$ cat src/rtl/strobe_spi_pkg.sv
package strobe_spi_pkg;

    localparam int WORD_W    = 16;
    localparam int ADDR_W    = 2;
    localparam int PAYLOAD_W = WORD_W - ADDR_W;
    localparam int NUM_REGS  = 1 << ADDR_W;
    localparam int CNT_W     = $clog2(WORD_W + 2);

    typedef enum logic [ADDR_W-1:0] {
        SEL_CFG0 = 2'b00,
        SEL_CFG1 = 2'b01,
        SEL_RUN  = 2'b10,
        SEL_TBL  = 2'b11
    } reg_sel_e;

    typedef logic [PAYLOAD_W-1:0] payload_t;

    typedef struct packed {
        reg_sel_e sel;
        payload_t payload;
    } frame_t;

    // Bit counter that sticks one past a full word so long frames stay invalid.
    function automatic logic [CNT_W-1:0] sat_inc(input logic [CNT_W-1:0] c);
        if (c == CNT_W'(WORD_W + 1))
            return c;
        return c + 1'b1;
    endfunction

endpackage

$ cat src/rtl/strobe_spi_sync.sv
module strobe_spi_sync #(
    parameter int               WIDTH   = 1,
    parameter int               STAGES  = 2,
    parameter logic [WIDTH-1:0] RST_VAL = '0
) (
    input  logic             clk,
    input  logic             rst,
    input  logic [WIDTH-1:0] d,
    output logic [WIDTH-1:0] q
);

    logic [WIDTH-1:0] chain [STAGES];

    generate
        for (genvar s = 0; s < STAGES; s++) begin : g_stage
            if (s == 0) begin : g_first
                always_ff @(posedge clk) begin
                    if (rst) chain[s] <= RST_VAL;
                    else     chain[s] <= d;
                end
            end else begin : g_next
                always_ff @(posedge clk) begin
                    if (rst) chain[s] <= RST_VAL;
                    else     chain[s] <= chain[s-1];
                end
            end
        end
    endgenerate

    assign q = chain[STAGES-1];

endmodule

$ cat src/rtl/strobe_spi_frame.sv
module strobe_spi_frame
    import strobe_spi_pkg::*;
(
    input  logic              clk,
    input  logic              rst,
    input  logic              sck_s,
    input  logic              sdi_s,
    input  logic              strn_s,
    input  logic [WORD_W-1:0] status,
    output logic              commit,
    output frame_t            word,
    output logic              sdo_bit,
    output logic              active,
    output logic              sck_fall,
    output logic              strb_fall
);

    logic              sck_d, strn_d;
    logic              sck_rise, strb_rise;
    logic [WORD_W-1:0] in_sh, out_sh;
    logic [CNT_W-1:0]  bit_cnt;

    always_ff @(posedge clk) begin
        if (rst) begin
            sck_d  <= 1'b0;
            strn_d <= 1'b1;
        end else begin
            sck_d  <= sck_s;
            strn_d <= strn_s;
        end
    end

    assign active    = ~strn_s;
    assign sck_rise  = sck_s & ~sck_d;
    assign sck_fall  = ~sck_s & sck_d;
    assign strb_fall = strn_d & ~strn_s;
    assign strb_rise = ~strn_d & strn_s;

    // Receive path: count and shift only while the strobe is low.
    always_ff @(posedge clk) begin
        if (rst) begin
            in_sh   <= '0;
            bit_cnt <= '0;
        end else if (strb_fall) begin
            bit_cnt <= '0;
        end else if (active && sck_rise) begin
            in_sh   <= {in_sh[WORD_W-2:0], sdi_s};
            bit_cnt <= sat_inc(bit_cnt);
        end
    end

    // Transmit path: load at strobe fall, advance on falling serial clock.
    always_ff @(posedge clk) begin
        if (rst)                        out_sh <= '0;
        else if (strb_fall)             out_sh <= status;
        else if (active && sck_fall)    out_sh <= {out_sh[WORD_W-2:0], 1'b0};
    end

    assign sdo_bit = out_sh[WORD_W-1];
    assign word    = frame_t'(in_sh);
    assign commit  = strb_rise && (bit_cnt == CNT_W'(WORD_W));

endmodule

$ cat src/rtl/strobe_spi_regbank.sv
module strobe_spi_regbank
    import strobe_spi_pkg::*;
#(
    parameter logic [NUM_REGS-1:0][PAYLOAD_W-1:0] DEFAULTS = '0
) (
    input  logic                               clk,
    input  logic                               rst,
    input  logic                               commit,
    input  frame_t                             word,
    output logic [NUM_REGS-1:0][PAYLOAD_W-1:0] regs
);

    generate
        for (genvar r = 0; r < NUM_REGS; r++) begin : g_reg
            logic hit;
            assign hit = commit && (word.sel == reg_sel_e'(r));
            always_ff @(posedge clk) begin
                if (rst)      regs[r] <= DEFAULTS[r];
                else if (hit) regs[r] <= word.payload;
            end
        end
    endgenerate

endmodule

$ cat src/rtl/strobe_serial_regs.sv
module strobe_serial_regs
    import strobe_spi_pkg::*;
#(
    parameter int       SYNC_STAGES = 2,
    parameter payload_t DEF_CFG0    = 14'h0C18,
    parameter payload_t DEF_CFG1    = 14'h0820,
    parameter payload_t DEF_RUN     = 14'h0940,
    parameter payload_t DEF_TBL     = 14'h0040
) (
    input  logic              clk,
    input  logic              rst,
    input  logic              sck,
    input  logic              sdi,
    input  logic              strn,
    input  logic [WORD_W-1:0] status,
    output logic              sdo,
    output logic              sdo_oe,
    output logic [PAYLOAD_W-1:0] cfg0,
    output logic [PAYLOAD_W-1:0] cfg1,
    output logic [PAYLOAD_W-1:0] run,
    output logic [PAYLOAD_W-1:0] tbl
);

    localparam logic [NUM_REGS-1:0][PAYLOAD_W-1:0] DEFAULTS =
        {DEF_TBL, DEF_RUN, DEF_CFG1, DEF_CFG0};

    logic [2:0] pins_s;
    logic       commit, sdo_bit, active, sck_fall, strb_fall;
    frame_t     word;
    logic [NUM_REGS-1:0][PAYLOAD_W-1:0] regs;

    strobe_spi_sync #(
        .WIDTH  (3),
        .STAGES (SYNC_STAGES),
        .RST_VAL(3'b100)
    ) u_sync (
        .clk(clk),
        .rst(rst),
        .d  ({strn, sdi, sck}),
        .q  (pins_s)
    );

    strobe_spi_frame u_frame (
        .clk      (clk),
        .rst      (rst),
        .sck_s    (pins_s[0]),
        .sdi_s    (pins_s[1]),
        .strn_s   (pins_s[2]),
        .status   (status),
        .commit   (commit),
        .word     (word),
        .sdo_bit  (sdo_bit),
        .active   (active),
        .sck_fall (sck_fall),
        .strb_fall(strb_fall)
    );

    strobe_spi_regbank #(
        .DEFAULTS(DEFAULTS)
    ) u_bank (
        .clk   (clk),
        .rst   (rst),
        .commit(commit),
        .word  (word),
        .regs  (regs)
    );

    assign sdo_oe = active;
    assign sdo    = active & sdo_bit;
    assign cfg0   = regs[SEL_CFG0];
    assign cfg1   = regs[SEL_CFG1];
    assign run    = regs[SEL_RUN];
    assign tbl    = regs[SEL_TBL];

endmodule

$ cat config.mk
export PLATFORM = sky130hd
export DESIGN_NAME = strobe_serial_regs
export DESIGN_NICKNAME = d
export VERILOG_FILES = /design/src/rtl/strobe_spi_pkg.sv /design/src/rtl/strobe_spi_sync.sv /design/src/rtl/strobe_spi_frame.sv /design/src/rtl/strobe_spi_regbank.sv /design/src/rtl/strobe_serial_regs.sv
export SDC_FILE = /design/constraint.sdc
export NUM_CORES = 1
export LEC_CHECK = 0
export ABC_CLOCK_PERIOD_IN_PS = 2900
export BUFFER_PORTS_ARGS = -buffer_cell sky130_fd_sc_hd__buf_2
export CAP_MARGIN = 5
export CORE_ASPECT_RATIO = 0.9
export CORE_UTILIZATION = 28
export DETAILED_ROUTE_END_ITERATION = 10
export GPL_TIMING_DRIVEN = 0
export PLACE_DENSITY = 0.48
export RECOVER_POWER = 100
export SYNTH_ARGS = -nofsm -noshare
export SYNTH_HDL_FRONTEND = slang
export SYNTH_SLANG_ARGS = --single-unit
export TNS_END_PERCENT = 100
$ cat constraint.sdc
create_clock -name clk -period 2.9 [get_ports clk]
set_clock_uncertainty 0.1 [all_clocks]
set_input_delay 0.435 -clock clk [delete_from_list [all_inputs] [get_ports clk]]
set_output_delay 0.435 -clock clk [all_outputs]
set_load 0.02 [all_outputs]
## After elaboration in Yosys (flattened, before gate mapping)

Memories as Yosys holds them, arrays and structs flattened.
Index checks and enable logic that the tools add are counted.

| storage, ports and cells | value |
|---|---|
| bits in registers | 95 |
| memory bits (writable) | 6 |
| bits of input ports | 21 |
| output and inout bits | 58 |
| word-level logic and storage cells | 53 |
| memories | 1 |

Memory list:

| name | words | bits a word | read ports | clocked after memory_dff | write ports | RTL line | source |
|---|---|---|---|---|---|---|---|
| u_sync.chain | 2 | 3 | 2 | 0 | 2 | strobe_spi_sync.sv:12 | `logic [WIDTH-1:0] chain [STAGES];` |

| cells by class | value |
|---|---|
| add/sub/neg operators | 1 |
| eq/ne operators | 6 |
| multiplexer cells | 12 |
| bitwise operators | 12 |
| reductions and logical operators | 12 |

Operators with widths:

| cell | number |
|---|---|
| 16-bit 2-to-1 mux | 2 |
| 5-bit equality test (second input constant) | 2 |
| 1-bit logical AND | 7 |
| 1-bit 2-to-1 mux | 7 |
| 3-bit 2-to-1 mux | 2 |
| 5-bit by 1-bit adder with 5-bit output (second input constant) | 1 |
| 1-bit bitwise AND | 5 |
| 5-bit 2-to-1 mux | 1 |
| 1-bit inverter | 5 |
| 2-bit equality test (second input constant) | 2 |
| 2-bit AND reduction | 2 |
| 2-bit by 1-bit equality test with 1-bit output (second input constant) | 1 |
| 2-bit zero test | 1 |
| 2-bit != test (second input constant) | 1 |
| 1-bit OR | 2 |
| 2-bit nonzero test | 1 |
| 2-bit OR reduction | 1 |

## Depth between registers and ports, before layout

| depth | value |
|---|---|
| depth in word-level cells | 8 |
| depth in mapped cells | 7 |
| mapped depth without buffers | 5 |

## Cells and area by module

Synthesis repeated with hierarchy kept, for this count alone.

| second synthesis, totals | value |
|---|---|
| cell total of the unflattened synthesis | 446 |
| area total of the unflattened synthesis | 4,229.1 um^2 |

Modules (own cells, without submodules):

| module | instances | cells each | area each (um^2) | seq. area each (um^2) |
|---|---|---|---|---|
| strobe_spi_regbank | 1 | 210 | 2,247.2 | 1,121.1 |
| strobe_spi_frame | 1 | 223 | 1,818.0 | 780.7 |
| strobe_spi_sync | 1 | 12 | 157.7 | 120.1 |
| strobe_serial_regs | 1 | 1 | 6.3 | 0.0 |

## Least setup slack after synthesis

No wires, ideal clock.

| timing path | value |
|---|---|
| path kind | flip-flop to flip-flop |
| start point | register u_frame.bit_cnt[0] |
| end point | register u_bank.regs[24] in the netlist's numbering |
| library setup time | 0.072 ns |
| arrival time | 1.479 ns |
| slack | 1.249 ns |
| stages on the path, launching flop included | 8 |
| cells stage by stage | dfxtp_1 > inv_1 > ha_1 > nor4bb_1 > buf_2 > and4b_1 > buf_4 > mux2i_1 |

| between the ends | value |
|---|---|
| cells in the longest elaborated chain, start to end | 3 |

RTL lines:

| element | RTL line | source |
|---|---|---|
| start, declared | strobe_spi_frame.sv:21 | `logic [CNT_W-1:0] bit_cnt;` |
| start signal, assigned | strobe_spi_frame.sv:48 | `bit_cnt <= sat_inc(bit_cnt);` |
| 5-bit equality test | strobe_spi_frame.sv:61 | `assign commit = strb_rise && (bit_cnt == CNT_W'(WORD_W));` |
| 1-bit logical AND | strobe_spi_frame.sv:61 |  |
| 1-bit logical AND | strobe_spi_regbank.sv:16 | `assign hit = commit && (word.sel == reg_sel_e'(r));` |
| end signal, assigned by index | strobe_spi_regbank.sv:18 | `if (rst) regs[r] <= DEFAULTS[r];` |
| end signal, assigned by index | strobe_spi_regbank.sv:19 | `else if (hit) regs[r] <= word.payload;` |
| end, declared | strobe_spi_regbank.sv:10 | `output logic [NUM_REGS-1:0][PAYLOAD_W-1:0] regs` |

Every way passes these cells.
A chain may end at the register's enable or synchronous reset.

## Worst setup path in the final report

| timing path | value |
|---|---|
| start point | register u_frame.bit_cnt[0] |
| end point | register u_bank.regs[38] in the netlist's numbering |

Same word-level chain as after synthesis.

==> flow_metrics.tcl <==
set metrics [dict create \
    synth_warnings 0 \
    grt.met2_usage 0.2361 \
    firstDrtPassIters 4 \
    hold_class "in -> reg" \
    routed_wl_um 10020 \
    die-area_um2 14450 \
    arrival_ns 2.40 \
    yosysSeqAreaShare 0.5168 \
    syn_nets 422 \
    num_vias 3097 \
    layout_common_cells "dfxtp_1, nand2_1, clkbuf_1" \
    cts_resized 0 \
    layout.cells.non_filler 659 \
    synthTopCellsByArea "dfxtp_1, mux2i_1, nand2_1" \
    setup_viol 0 \
    sw_frac_of_total 0.2419 \
    insertion_delay_ns 0.36 \
    worst_pin_slew_ns 0.9291 \
    ctsHoldBuffers 0 \
    setup_tns_ns 0 \
    rsz0062_at_grt "false" \
    final_area_um2 4695 \
    fin_crit_ns 2.216 \
    placed_area_um2 4508 \
    max_cap_viol_count 0 \
    finalCritPeriodShare 0.7641 \
    synth-compound-area-share 0.04669 \
    grt_max_degree 20 \
    htreeDepth 3 \
    clock_path_buffers 2 \
    netlist_area_um2 3913 \
    gp_congestion 0.7414 \
    gr-usage-all-layers 0.1458 \
    final_hold_viol_count 0 \
    p_seq_frac 0.525 \
    layout.nets 510 \
    drc 0 \
    synth-simple-area-share 0.1980 \
    cp_slowest_stage_delay_ns 0.70 \
    cp-start-kind "flip-flop" \
    p_sw_uw 650.8 \
    cts_sinks 101 \
    p_per_area_nw_per_um2 573.1 \
    drv_slew 0 \
    clkPwrFrac 0.436 \
    placed_cells 643 \
    hpwl_um 7022 \
    leakage_nw 1.872 \
    io_buffer_count 77 \
    avgSynthCellArea_um2 9.830 \
    synth_top_family_by_area "simple AND/OR/NAND/NOR gates" \
    row_count 40 \
    core_um2 13510 \
    grt_util_met1 0.1881 \
    crit_required_ns 3.08 \
    num_io_pins 79 \
    crit_chain "inv_1, ha_1, nor4bb_1, clkbuf_1, nand4b_1, clkbuf_1, mux2i_1" \
    die_x_um 126.6 \
    p_int_mw 2.040 \
    criticalPathCategory "reg -> reg" \
    final_common_cell "dfxtp_1" \
    fillers 1440 \
    ys_async_sr_fraction 0 \
    clk_pin_slew_ns 0.07 \
    ant_nets 0 \
    end_kind "flip-flop" \
    vdd_drop_max_uv 345.0 \
    slowest_stage "clkbuf_1" \
    critPathMaxFanout 10 \
    cts_buffers 9 \
    first_iter_violations 133 \
    gr-total-overflow 0 \
    met3_usage 0.03411 \
    synth_edf_count 0 \
    grt_pass1_wl_um 15960 \
    synth_area_leader_cell "dfxtp_1" \
    area_growth_pct 19.99 \
    grt_pass1_vias 3035 \
    multi_input_area_um2 1710 \
    fmax_mhz 451.3 \
    drive_above_1_share 0.09572 \
    root_buffer "clkbuf_16" \
    initial_core_util 0.2895 \
    area.sequential_um2 2022 \
    synthAdderAreaFrac 0.009594 \
    wl_per_cell_um 15.20 \
    busiest_layer "met2" \
    antenna_found_initial 0 \
    post_cts_buffers 0 \
    synth_top_area_share 0.5168 \
    cts_tree "done" \
    synth_xor_area_frac 0 \
    synthMuxAreaShare 0.1893 \
    ys_types 32 \
    fp.dieH_um 114.1 \
    status "finished clean" \
    synth-main-ff-cell "dfxtp_1" \
    cpMostUsedCell "clkbuf_1" \
    ys_ff_latch 101 \
    slew_headroom 0.3806 \
    syn_inst 398 \
    antenna_cells 0 \
    combPwrFrac 0.039 \
    viasPerCell 4.700 \
]
## per-stage QoR
step,hold WS (ns),worst slack [ns],total power [mW],utilization
after global placement,0.2968,0.8437,1.548,0.3336
after detailed placement,0.3082,0.8085,1.551,0.3336
final,0.1753,0.6841,2.691,0.3474
after global routing,0.1646,0.5035,2.802,0.3474
after CTS,0.1594,1.006,2.740,0.3552
after floorplan,0.2895,1.249,1.509,-
## sequential cells by signal, summed over array words and instances (netlist names)
| signal | cells |
|---|---|
| u_frame.strn_d | 1 |
| u_frame.out_sh | 16 |
| u_bank.regs | 56 |
| u_frame.word | 16 |
| u_sync.chain | 6 |
| u_frame.sck_d | 1 |
| u_frame.bit_cnt | 5 |
## critical path: cells and delay by family, from the launching register on
kind / cells / cell delay (ns)
adders and majority gates: 1 / 0.19
buffers and inverters: 3 / 0.92
DFF: 1 / 0.42
and+or+nand+nor: 2 / 0.24
muxes: 1 / 0.26
## kinds of logic after synthesis
logic type | count (synthesis)
DFF | 101
buffers and inverters | 34
adders and majority gates | 3
muxes | 74
and+or+nand+nor | 164
AOI/OAI and AO/OA | 22
## worst paths after layout
check | cells past startpoint | slack, ns | endpoint | start
setup / recovery | 7 | 0.68 | u_bank.regs[38] | u_frame.bit_cnt[0]
hold / removal | 2 | 0.18 | u_sync.chain[0][2] | strn
setup reg to reg | 7 | 0.68 | u_bank.regs[38] | u_frame.bit_cnt[0]
hold reg to reg | 1 | 0.32 | u_sync.chain[1][2] | u_sync.chain[0][2]
## Yosys cell counts, types with 4 or more instances
cell type,count
dfxtp_1,101
nand2_1,92
mux2i_1,74
nor2_1,20
clkbuf_1,16
a311oi_1,15
nor3_1,15
buf_2,10
nor2b_1,9
nand3_1,6
buf_4,4
or3_1,4
## metal layers
layer	vias up	share of wire	routed length, µm
li1	1537	-	-
met1	1487	0.47	4727
met2	60	0.48	4765
met3	13	0.037	370
met4	0	0.015	155
met5	-	0	0
## cell type report
cell class	instances	area share
multi-input combinational	263	0.3643
timing repair buffer	77	0.06690
clock buffer	9	0.04797
inverter	4	0.003198
sequential	101	0.4307
tap	168	0.04478
buffer	30	0.02799
clock inverter	7	0.01413
## power groups by stage
stage / Sequential [mW] / Clock [mW] / Combinational (mW)
2_1_floorplan: 1.44 / 0 / 0.0673
3_3_place_gp: 1.44 / 0 / 0.104
3_5_place_dp: 1.45 / 0 / 0.106
4_1_cts: 1.41 / 1.22 / 0.106
5_1_grt: 1.41 / 1.27 / 0.117
6_report: 1.41 / 1.17 / 0.104
No activity file was read; power rests on OpenSTA's default activity.
